--- src/rtl/spread_dither_pkg.sv ---
package spread_dither_pkg;
    localparam int MAG_W     = 3;
    localparam int RATE_W    = 2;
    localparam int MAX_SHIFT = 4;

    typedef enum logic {
        PH_FALL = 1'b0,
        PH_RISE = 1'b1
    } phase_e;
endpackage

--- src/rtl/spread_dither_rate_div.sv ---
module spread_dither_rate_div
    import spread_dither_pkg::*;
#(
    parameter int STEP_LG2 = 2
) (
    input  logic              clk,
    input  logic              rst_n,
    input  logic              run,
    input  logic [RATE_W-1:0] rate,
    output logic              step
);
    localparam int DIV_W = STEP_LG2 + (1 << RATE_W) + 1;

    logic [DIV_W-1:0] div_d, div_q;
    logic [DIV_W-1:0] limit;

    always_comb begin
        limit = DIV_W'(1) << (STEP_LG2 + int'(rate));
        step  = run && (div_q >= limit - DIV_W'(1));
        if (!run || step) begin
            div_d = '0;
        end else begin
            div_d = div_q + DIV_W'(1);
        end
    end

    always_ff @(posedge clk or negedge rst_n) begin
        if (!rst_n) begin
            div_q <= '0;
        end else begin
            div_q <= div_d;
        end
    end
endmodule

--- src/rtl/spread_dither_scale.sv ---
module spread_dither_scale
    import spread_dither_pkg::*;
#(
    parameter int TW = 10
) (
    input  logic signed [TW-1:0]    wave_i,
    input  logic        [MAG_W-1:0] mag_i,
    output logic signed [TW-1:0]    off_o
);
    logic [MAG_W-1:0] shift;

    always_comb begin
        if (int'(mag_i) >= MAX_SHIFT) begin
            shift = '0;
        end else begin
            shift = MAG_W'(MAX_SHIFT) - mag_i;
        end
        off_o = wave_i >>> shift;
    end
endmodule

--- src/rtl/spread_dither.sv ---
module spread_dither
    import spread_dither_pkg::*;
#(
    parameter int PEAK_LG2        = 8,
    parameter int BASE_PERIOD_LG2 = 12
) (
    input  logic                           clk,
    input  logic                           rst_n,
    input  logic                           spread_en,
    input  logic [2:0]                     mag_sel,
    input  logic [1:0]                     rate_sel,
    output logic signed [PEAK_LG2+1:0]     offset_o,
    output logic                           rising_o
);
    localparam int TW        = PEAK_LG2 + 2;
    localparam int STEP_LG2  = BASE_PERIOD_LG2 - PEAK_LG2 - 2;
    localparam int FULL_PEAK = 1 << PEAK_LG2;
    localparam logic signed [TW-1:0] PEAK_POS = TW'(FULL_PEAK);
    localparam logic signed [TW-1:0] PEAK_NEG = -PEAK_POS;

    typedef struct packed {
        logic signed [TW-1:0] wave;
        phase_e               dir;
        logic [MAG_W-1:0]     mag;
        logic [RATE_W-1:0]    rate;
        logic signed [TW-1:0] off;
    } state_t;

    state_t s_d, s_q;

    logic                 step;
    logic signed [TW-1:0] wave_n;
    phase_e               dir_n;
    logic [MAG_W-1:0]     mag_n;
    logic [RATE_W-1:0]    rate_n;
    logic signed [TW-1:0] off_n;

    spread_dither_rate_div #(
        .STEP_LG2(STEP_LG2)
    ) u_div (
        .clk  (clk),
        .rst_n(rst_n),
        .run  (spread_en),
        .rate (s_q.rate),
        .step (step)
    );

    always_comb begin
        wave_n = s_q.wave;
        dir_n  = s_q.dir;
        mag_n  = s_q.mag;
        rate_n = s_q.rate;
        if (!spread_en) begin
            wave_n = '0;
            dir_n  = PH_RISE;
            mag_n  = mag_sel;
            rate_n = rate_sel;
        end else if (step) begin
            if (s_q.dir == PH_RISE) begin
                wave_n = s_q.wave + TW'(1);
                if (wave_n == PEAK_POS) dir_n = PH_FALL;
            end else begin
                wave_n = s_q.wave - TW'(1);
                if (wave_n == PEAK_NEG) dir_n = PH_RISE;
            end
            if (wave_n == '0) begin
                mag_n  = mag_sel;
                rate_n = rate_sel;
            end
        end
    end

    spread_dither_scale #(
        .TW(TW)
    ) u_scale (
        .wave_i(wave_n),
        .mag_i (mag_n),
        .off_o (off_n)
    );

    always_comb begin
        s_d.wave = wave_n;
        s_d.dir  = dir_n;
        s_d.mag  = mag_n;
        s_d.rate = rate_n;
        s_d.off  = off_n;
    end

    always_ff @(posedge clk or negedge rst_n) begin
        if (!rst_n) begin
            s_q.wave <= '0;
            s_q.dir  <= PH_RISE;
            s_q.mag  <= '0;
            s_q.rate <= '0;
            s_q.off  <= '0;
        end else begin
            s_q <= s_d;
        end
    end

    assign offset_o = s_q.off;
    assign rising_o = (s_q.dir == PH_RISE);

    // a disabled cycle clears the offset on the following edge
    assert_idle_offset_zero_R2: assert property (@(posedge clk) disable iff (!rst_n)
        !spread_en |=> (offset_o == '0));

    // the wave moves by at most one code per edge while enabled
    assert_unit_step_R3: assert property (@(posedge clk) disable iff (!rst_n)
        (spread_en && $past(spread_en)) |->
            ((s_q.wave == $past(s_q.wave)) ||
             (s_q.wave == $past(s_q.wave) + TW'(1)) ||
             (s_q.wave == $past(s_q.wave) - TW'(1))));

    // the wave stays within the full-scale band
    assert_peak_bound_R5: assert property (@(posedge clk) disable iff (!rst_n)
        (s_q.wave <= PEAK_POS) && (s_q.wave >= PEAK_NEG));

    // reaching the upper peak turns the sweep downward
    assert_turn_at_peak_R5: assert property (@(posedge clk) disable iff (!rst_n)
        (s_q.wave == PEAK_POS) |-> !rising_o);

    // captured fields change only at a zero point while enabled
    assert_fields_at_zero_R7: assert property (@(posedge clk) disable iff (!rst_n)
        (spread_en && $past(spread_en) && !$stable({s_q.mag, s_q.rate})) |->
            (s_q.wave == '0));
endmodule

--- config.mk ---
export PLATFORM = sky130hd
export DESIGN_NAME = spread_dither
export DESIGN_NICKNAME = d
export VERILOG_FILES = /design/src/rtl/spread_dither_pkg.sv /design/src/rtl/spread_dither_rate_div.sv /design/src/rtl/spread_dither_scale.sv /design/src/rtl/spread_dither.sv
export SDC_FILE = /design/constraint.sdc
export NUM_CORES = 1
export LEC_CHECK = 0
export ABC_AREA = 1
export BUFFER_PORTS_ARGS = -buffer_cell sky130_fd_sc_hd__buf_2
export CAP_MARGIN = 10
export CORE_ASPECT_RATIO = 1.25
export CORE_MARGIN = 5
export CORE_UTILIZATION = 65
export DETAILED_ROUTE_END_ITERATION = 6
export GPL_ROUTABILITY_DRIVEN = 0
export GPL_TIMING_DRIVEN = 1
export PLACE_DENSITY = 0.95
export SLEW_MARGIN = 20
export SYNTH_ARGS = -nofsm -noshare
export SYNTH_HDL_FRONTEND = slang
export SYNTH_SLANG_ARGS = --single-unit
--- constraint.sdc ---
create_clock -name clk -period 6.73 [get_ports clk]
set_input_delay 1.346 -clock clk [delete_from_list [all_inputs] [get_ports clk]]
set_output_delay 1.346 -clock clk [all_outputs]
set_load 0.05 [all_outputs]
==> results of run 1 <==
[critical path: stages (launching register included)]
cell and delay (ps):
sky130_fd_sc_hd__dfrtp_1 520, sky130_fd_sc_hd__inv_2 140, sky130_fd_sc_hd__ha_1 340, sky130_fd_sc_hd__xor2_1 190, sky130_fd_sc_hd__nand2_1 70, sky130_fd_sc_hd__nor2_1 120, sky130_fd_sc_hd__nand3_1 110, sky130_fd_sc_hd__nor2_2 160
sky130_fd_sc_hd__nand4_4 140, sky130_fd_sc_hd__nand3b_1 140, sky130_fd_sc_hd__nand2_2 70, sky130_fd_sc_hd__ha_1 200, sky130_fd_sc_hd__ha_1 190, sky130_fd_sc_hd__inv_1 350, sky130_fd_sc_hd__nand3_4 190, sky130_fd_sc_hd__nand2_1 90
sky130_fd_sc_hd__nand2_1 60, sky130_fd_sc_hd__nand2_1 70, sky130_fd_sc_hd__nand2_1 100, sky130_fd_sc_hd__nand2_1 100, sky130_fd_sc_hd__nand2_1 60
[cell families after synthesis]
group / Yosys count / synth area share (%)
XOR/XNOR: 2 / 0.690
multiplexers: 1 / 0.443
AND/OR/NAND/NOR: 226 / 43.4
flip-flops: 32 / 31.6
other: 2 / 0.296
AO/OA/AOI/OAI: 26 / 5.71
buffers and inverters: 67 / 11.9
adder cells (fa/ha/maj): 12 / 5.91
[power by group through the flow]
| stage | Sequential [W] | Combinational, W | Clock [W] |
|---|---|---|---|
| floorplan | 0.000219 | 0.000155 | 0 |
| global placement | 0.000220 | 0.000171 | 0 |
| detailed placement | 0.000220 | 0.000176 | 0 |
| CTS | 0.000217 | 0.000178 | 0.000153 |
| global route | 0.000220 | 0.000194 | 0.000163 |
| finish | 0.000218 | 0.000179 | 0.000149 |
[cell usage after synthesis, drive strengths merged]
master  count  area (µm²)
mux2        1        11.3
o22ai       7        43.8
nand3b      1        7.51
nor2       26         115
o21ai      11        55.1
conb        2        7.51
nor3b       1        7.51
nand4      18         128
o311ai      1        8.76
dfstp       1        26.3
a21oi       6        30.0
nor3        2        10.0
nand3      47         278
clkbuf      1        3.75
a22oi       1        7.51
dfrtp      31         776
nand2     131         558
clkinv      2        12.5
inv        51         194
xor2        2        17.5
buf        13        92.6
ha         12         150
[sequential cells by signal, summed over array words and instances (netlist names)]
signal,count
s_q,14
offset_o,10
u_div.div_q,7
rising_o,1
[per-layer routing]
metal	vias up	routed length (µm)
li1	1199	-
met2	134	3100
met4	0	238
met5	-	0
met3	30	426
met1	1152	2400
[metrics by stage]
step | worst slack (ps) | util (%) | std cells
5_1_grt | 2860 | 71.3 | 435
3_5_place_dp | 3270 | 68.8 | 427
3_3_place_gp | 3410 | 68.8 | 427
2_1_floorplan | 3750 | - | 369
6_report | 3190 | 71.3 | 435
4_1_cts | 3230 | 71.3 | 435
[area by class of cell]
| cell class | count | area (µm²) | area share (%) |
|---|---|---|---|
| clock buffers | 6 | 82.6 | 3.06 |
| clock inverters | 2 | 10.0 | 0.371 |
| inverters | 53 | 206 | 7.65 |
| multi-input cells | 270 | 1440 | 53.3 |
| flip-flops and latches | 32 | 802 | 29.7 |
| well taps | 54 | 67.6 | 2.50 |
| repair buffers | 18 | 90.1 | 3.34 |
[worst paths after layout]
check,startpoint,to,slack (ps),depth (start not counted)
hold reg to reg,u_div.div_q[0],u_div.div_q[0],500,1
setup / recovery,s_q[16],offset_o[3],3190,20
setup reg to reg,s_q[16],offset_o[3],3190,20
min in group asynchronous,rst_n,offset_o[0],1090,1
hold / removal,u_div.div_q[0],u_div.div_q[0],500,1
max in group asynchronous,rst_n,s_q[11],5190,1
==> results.yml, run 1 <==
status:
  status: "finished, final reports clean"
global_route:
  grt_pass1_vias: 2330
  groute.layer.met3.usage_pct: 3.94
  grt_antenna_before_repair: 0
  grt_first_pass_wirelength_um: 10400
  globalRouteOverflowTotal: 0
  grt.met1_usage_pct: 30.8
  globalRouteMet2Util_pct: 43.7
  global_route.usage.total_pct: 25.7
  grt_most_used_layer: "met2"
  grt_max_degree: 33
routing:
  wl_um: 6160
  via_count: 2515
  routed_wirelength_normalized_by_instance_count_um: 14.2
  antenna_left: 0
  drt-pass1-iter-count: 6
  drc: 0
  vias_per_cell: 5.78
  dr.first_iter.drc_count: 339
logic_synthesis:
  synth.avg_cell_area_um2: 6.90
  synthesized_instance_count: 368
  synth_cell_types: 35
  synth.yosys.warnings: 0
  seq_total_area_yosys_pct: 31.6
  number_of_register_bits_inferred_by_synthesis: 32
  synth_area_um2: 2540
die:
  die_h_um: 79.9
  floorplan.die.width_um: 65.9
  die_outline_area_um2: 5270
  rows: 25
  initial_core_util_pct: 67.1
  io_pins: 19
  core_area_um2: 3780
finish:
  nFillCells: 305
  final_layout_size_suffix_gt1_share_pct: 15.5
  antennaDiodeCount: 0
  commonest_non_fill_non_tap_cells_in_the_layout: "sky130_fd_sc_hd__nand2_1 (118), sky130_fd_sc_hd__inv_1 (44), sky130_fd_sc_hd__nand3_1 (43), sky130_fd_sc_hd__dfrtp_1 (31), sky130_fd_sc_hd__nor2_1 (21)"
  layout_commonest_cell: "sky130_fd_sc_hd__nand2_1"
  stdcell_area_um2: 2700
  finish.net_count: 400
  flow.area_growth_from_synthesis_pct: 6.21
timing:
  rsz0062_at_grt: "false"
  finalSetupTns_ps: 0
  timing.clock.skew_ps: 3.18
  tightest_slew_ps: 676
  setup_viol: 0
  report.final.hold_viol_count: 0
  final_max_slew_viol_count: 0
  finalCritPeriodShare_pct: 52.7
  worst_hold_slack_ps: 500
  maximum_clock_frequency_mhz: 282
  headroom_to_the_max_slew_limit_pct: 54.9
  timing.final.crit_period_ps: 3540
clocking:
  worstSkewPairLatency_ps: 290
  max-clock-path-buffers: 2
  number_of_cts_inserted_buffers: 5
  worst_setup_hold_path_clk_slew_ps: 60
  post_cts_buffers: 0
  h_tree_lvl_count: 2
  cts_tree: "done"
  cts_root_buf: "sky130_fd_sc_hd__clkbuf_8"
  cts_hold_buf: 0
  cts.sink_count: 32
  cts_resized: 0
power_and_ir_drop:
  power.density_cell_area_nw_per_um2: 202
  power_share_of_the_clock_group_pct: 27.3
  p_sw_w: 0.000208
  leakagePower_nw: 1.49
  combPwrFrac_pct: 32.8
  p_total_w: 0.000546
  intPower_w: 0.000338
  ir_drop_uv: 193
  pwr-share-seq_pct: 39.9
  power.switching_fraction_pct: 38.1
worst_hold_path:
  min_path_type: "reg2reg"
setup_path:
  timing.critical_path.fanout_max: 11
  critical_path.startpoint_type: "flop"
  worstPathArrival_ps: 3720
  crit_required_ps: 6910
  path_class: "reg2reg"
  end_kind: "flop"
placed_design:
  dpl_cell_area_um2: 2610
  port_buffers: 18
  detailed_place_hpwl_um: 4580
flow_run:
  maxCapViolations: 0
Power figures use the tool's default switching activity.
==> run 2, diff against run 1 <==
--- a/config.mk
+++ b/config.mk
@@ -5,16 +5,16 @@
 export SDC_FILE = /design/constraint.sdc
 export NUM_CORES = 1
 export LEC_CHECK = 0
-export ABC_AREA = 1
+export ABC_AREA = 0
 export BUFFER_PORTS_ARGS = -buffer_cell sky130_fd_sc_hd__buf_2
 export CAP_MARGIN = 10
 export CORE_ASPECT_RATIO = 1.25
 export CORE_MARGIN = 5
-export CORE_UTILIZATION = 65
+export CORE_UTILIZATION = 55
 export DETAILED_ROUTE_END_ITERATION = 6
 export GPL_ROUTABILITY_DRIVEN = 0
 export GPL_TIMING_DRIVEN = 1
-export PLACE_DENSITY = 0.95
+export PLACE_DENSITY = 0.88
 export SLEW_MARGIN = 20
 export SYNTH_ARGS = -nofsm -noshare
 export SYNTH_HDL_FRONTEND = slang
==> constraint.sdc (replaced) <==
create_clock -name clk -period 3.1 [get_ports clk]
set_input_delay 0.62 -clock clk [delete_from_list [all_inputs] [get_ports clk]]
set_output_delay 0.62 -clock clk [all_outputs]
set_load 0.05 [all_outputs]
==> results.yml, run 2 <==
status:
  status: "finished, violations left"
  violations_in_the_final_reports: "negative setup slack"
die:
  floorplan.die.width_um: 71.2
  core_area_um2: 4460
  rows: 27
  io_pins: 19
  die_outline_area_um2: 6150
  initial_core_util_pct: 57.7
  die_h_um: 86.4
logic_synthesis:
  top_cells_by_area_in_the_synthesized_netlist: "sky130_fd_sc_hd__dfrtp_1 (30%), sky130_fd_sc_hd__mux2i_1 (6.2%), sky130_fd_sc_hd__ha_1 (5.8%)"
  number_of_register_bits_inferred_by_synthesis: 32
  synthesized_instance_count: 293
  netlist_top_cells_count: "sky130_fd_sc_hd__dfrtp_1 (31), sky130_fd_sc_hd__nand2_1 (26), sky130_fd_sc_hd__nor2_1 (19)"
  edff_count_synth: 0
  ys_async_sr_fraction_pct: 100
  synth_area_leader_cell: "sky130_fd_sc_hd__dfrtp_1"
  seq_total_area_yosys_pct: 31.2
  yosysTopAreaCellShare_pct: 30.2
  yosys.cell_count.top_type: "sky130_fd_sc_hd__dfrtp_1"
  synth.avg_cell_area_um2: 8.78
  synth.yosys.warnings: 0
  synth_area_um2: 2570
  synth_ff_type: "sky130_fd_sc_hd__dfrtp_1"
  synth_cell_types: 59
timing:
  tightest_slew_ps: 764
  timing.clock.skew_ps: 5.93
  maximum_clock_frequency_mhz: 261
  worst_slack_ps: -738
  setup_viol: 9
  rsz0062_at_grt: "true"
  worst_hold_slack_ps: 400
  finalCritPeriodShare_pct: 124
  timing.final.crit_period_ps: 3840
  finalSetupTns_ps: -5980
  report.final.hold_viol_count: 0
  headroom_to_the_max_slew_limit_pct: 49.0
  final_max_slew_viol_count: 0
finish:
  antennaDiodeCount: 0
  multi_input_logic_area_um2: 1810
  nFillCells: 233
  layout_commonest_cell: "sky130_fd_sc_hd__buf_4"
  flow.area_growth_from_synthesis_pct: 37.9
  final_util_pct: 79.5
  commonest_non_fill_non_tap_cells_in_the_layout: "sky130_fd_sc_hd__buf_4 (73), sky130_fd_sc_hd__dfrtp_1 (29), sky130_fd_sc_hd__nand2_1 (22), sky130_fd_sc_hd__buf_2 (18), sky130_fd_sc_hd__nor2_1 (17)"
  max_flop_register: "s_q"
  final_layout_size_suffix_gt1_share_pct: 43.8
  seqCellArea_um2: 808
  max_ffs_per_register: 14
  finish.net_count: 391
global_route:
  grt_first_pass_wirelength_um: 13400
  globalRouteOverflowTotal: 0
  grt_pass1_vias: 2781
  grt_max_degree: 33
  global_route.usage.total_pct: 27.6
  grt_antenna_before_repair: 0
setup_path:
  worstPathBufferInverterCount: 1
  worst_path_dominant_cell_family: "simple AND/OR/NAND/NOR gates"
  critPathMaxStageDelay_ps: 660
  worstPathArrival_ps: 4040
  timing.critical_path.fanout_max: 8
  worst_path_most_repeated_cell: "sky130_fd_sc_hd__a21oi_4"
  crit_required_ps: 3310
  end_kind: "flop"
  ff2ff_setup_slack_ps: -740
  path_class: "reg2reg"
  timing.critical_path.from: "rising_o"
  crit_path_cell_trace: "buf_4 -> and4_4 -> o21a_1 -> o2111ai_2 -> nor4_4 -> a21oi_4 -> mux2i_2 -> ha_2 -> ha_4 -> nor2_4 -> and2_4 -> nand2_4 -> a21oi_4 -> mux2i_1 -> o21ai_1 -> o22ai_1"
  critical_path.reg2reg.startpoint: "rising_o"
  master_of_the_slowest_instance_on_the_critical_path: "sky130_fd_sc_hd__dfstp_4"
  critical_path.startpoint_type: "flop"
clocking:
  cts_root_buf: "sky130_fd_sc_hd__clkbuf_8"
  worst_setup_hold_path_clk_slew_ps: 80
  max-clock-path-buffers: 2
  number_of_cts_inserted_buffers: 5
  h_tree_lvl_count: 2
  worstSkewPairLatency_ps: 290
  cts.sink_count: 32
  cts_tree: "done"
power_and_ir_drop:
  leakagePower_nw: 1.68
  pwr-share-seq_pct: 34.4
  ir_drop_uv: 341
  power_share_of_the_clock_group_pct: 25.5
  p_sw_w: 0.000521
  combPwrFrac_pct: 40.1
  power.density_cell_area_nw_per_um2: 390
  p_total_w: 0.00138
  intPower_w: 0.000861
  power.switching_fraction_pct: 37.7
routing:
  vias_per_cell: 6.72
  drc: 0
  dr.first_iter.drc_count: 371
  via_count: 2891
  routed_wirelength_normalized_by_instance_count_um: 23.2
  antenna_left: 0
  wl_um: 9970
  drt-pass1-iter-count: 6
worst_hold_path:
  min_path_type: "in2async"
flow_run:
  maxCapViolations: 0
placed_design:
  dp_slack_ps: -597
  detailed_place_hpwl_um: 5060
  port_buffers: 18
[run 2: changes by cell type after synthesis, sizes merged, moves of 5 or more]
cell / previous run / this run
mux2i: 0 / 16
xnor2: 0 / 9
nand2b: 0 / 6
nand4: 18 / 3
nand2: 131 / 26
buf: 13 / 18
a31oi: 0 / 5
clkbuf: 1 / 8
inv: 51 / 18
nor2: 26 / 19
nor3: 2 / 9
and3: 0 / 6
nand3: 47 / 10
[run 2: cell type report]
type / instances / share of cell area (%)
clock buffers: 7 / 2.44
clock inverters: 1 / 0.212
inverters: 18 / 1.98
multi-input cells: 218 / 50.9
flip-flops and latches: 32 / 22.8
well taps: 58 / 2.05
repair buffers: 96 / 19.6
[run 2: per-stage QoR]
stage          cells  cell area, µm²
2_1_floorplan    294            2660
3_3_place_gp     408            3140
3_5_place_dp     408            3140
4_1_cts          421            3360
5_1_grt          430            3540
6_report         430            3540
[run 2: metal layers]
layer / part of all wire, % / GRT usage (%) / vias up / routed length, µm
met2: 50 / 49.5 / 236 / 4990
li1: - / - / 1195 / -
met5: 0 / 0 / - / 0
met4: 7.0 / 15.0 / 0 / 694
met3: 8.6 / 5.34 / 89 / 853
met1: 34 / 30.2 / 1371 / 3440
[run 2: power groups by stage]
stage / Clock [W] / Sequential (W) / Combinational [W]
2_1_floorplan: 0 / 0.000470 / 0.000333
3_3_place_gp: 0 / 0.000476 / 0.000420
3_5_place_dp: 0 / 0.000476 / 0.000432
4_1_cts: 0.000344 / 0.000471 / 0.000466
5_1_grt: 0.000364 / 0.000479 / 0.000583
6_report: 0.000353 / 0.000476 / 0.000554
[run 2: logic make-up (layout without fill, tap and decap cells)]
family / after synthesis / after routing / share of synthesized area, %
mux: 21 / 21 / 8.42
buf+inv: 44 / 122 / 8.52
xor+xnor: 15 / 15 / 5.11
flops: 32 / 32 / 31.2
compound gates: 67 / 67 / 19.6
fa+ha+maj: 12 / 12 / 5.84
simple gates: 100 / 100 / 21.0
other cells: 2 / 3 / 0.292
[run 2: worst paths after layout]
| kind | endpoint | cells past startpoint |
|---|---|---|
| setup / recovery | offset_o[2] | 16 |
| hold / removal | s_q[11] | 1 |
| setup reg to reg | offset_o[2] | 16 |
| hold reg to reg | u_div.div_q[0] | 2 |
| max in group asynchronous | s_q[17] | 1 |
| min in group clk | s_q[11] | 3 |
[run 2: worst register-to-register path: stages, from the launching register on]
cell	delay, ps
sky130_fd_sc_hd__dfstp_4	660
sky130_fd_sc_hd__buf_4	190
sky130_fd_sc_hd__and4_4	240
sky130_fd_sc_hd__o21a_1	140
sky130_fd_sc_hd__o2111ai_2	200
sky130_fd_sc_hd__nor4_4	430
sky130_fd_sc_hd__a21oi_4	130
sky130_fd_sc_hd__mux2i_2	190
sky130_fd_sc_hd__ha_2	220
sky130_fd_sc_hd__ha_4	190
sky130_fd_sc_hd__nor2_4	130
sky130_fd_sc_hd__and2_4	200
sky130_fd_sc_hd__nand2_4	110
sky130_fd_sc_hd__a21oi_4	220
sky130_fd_sc_hd__mux2i_1	230
sky130_fd_sc_hd__o21ai_1	90
sky130_fd_sc_hd__o22ai_1	180
[run 2: what timing repair did]
action,in CTS,in global routing
buffers inserted,5,9
resized for setup,24,27
cloned,0,0
hold buffers,0,0
endpoints found under the setup margin,9,9
pin swaps,13,17
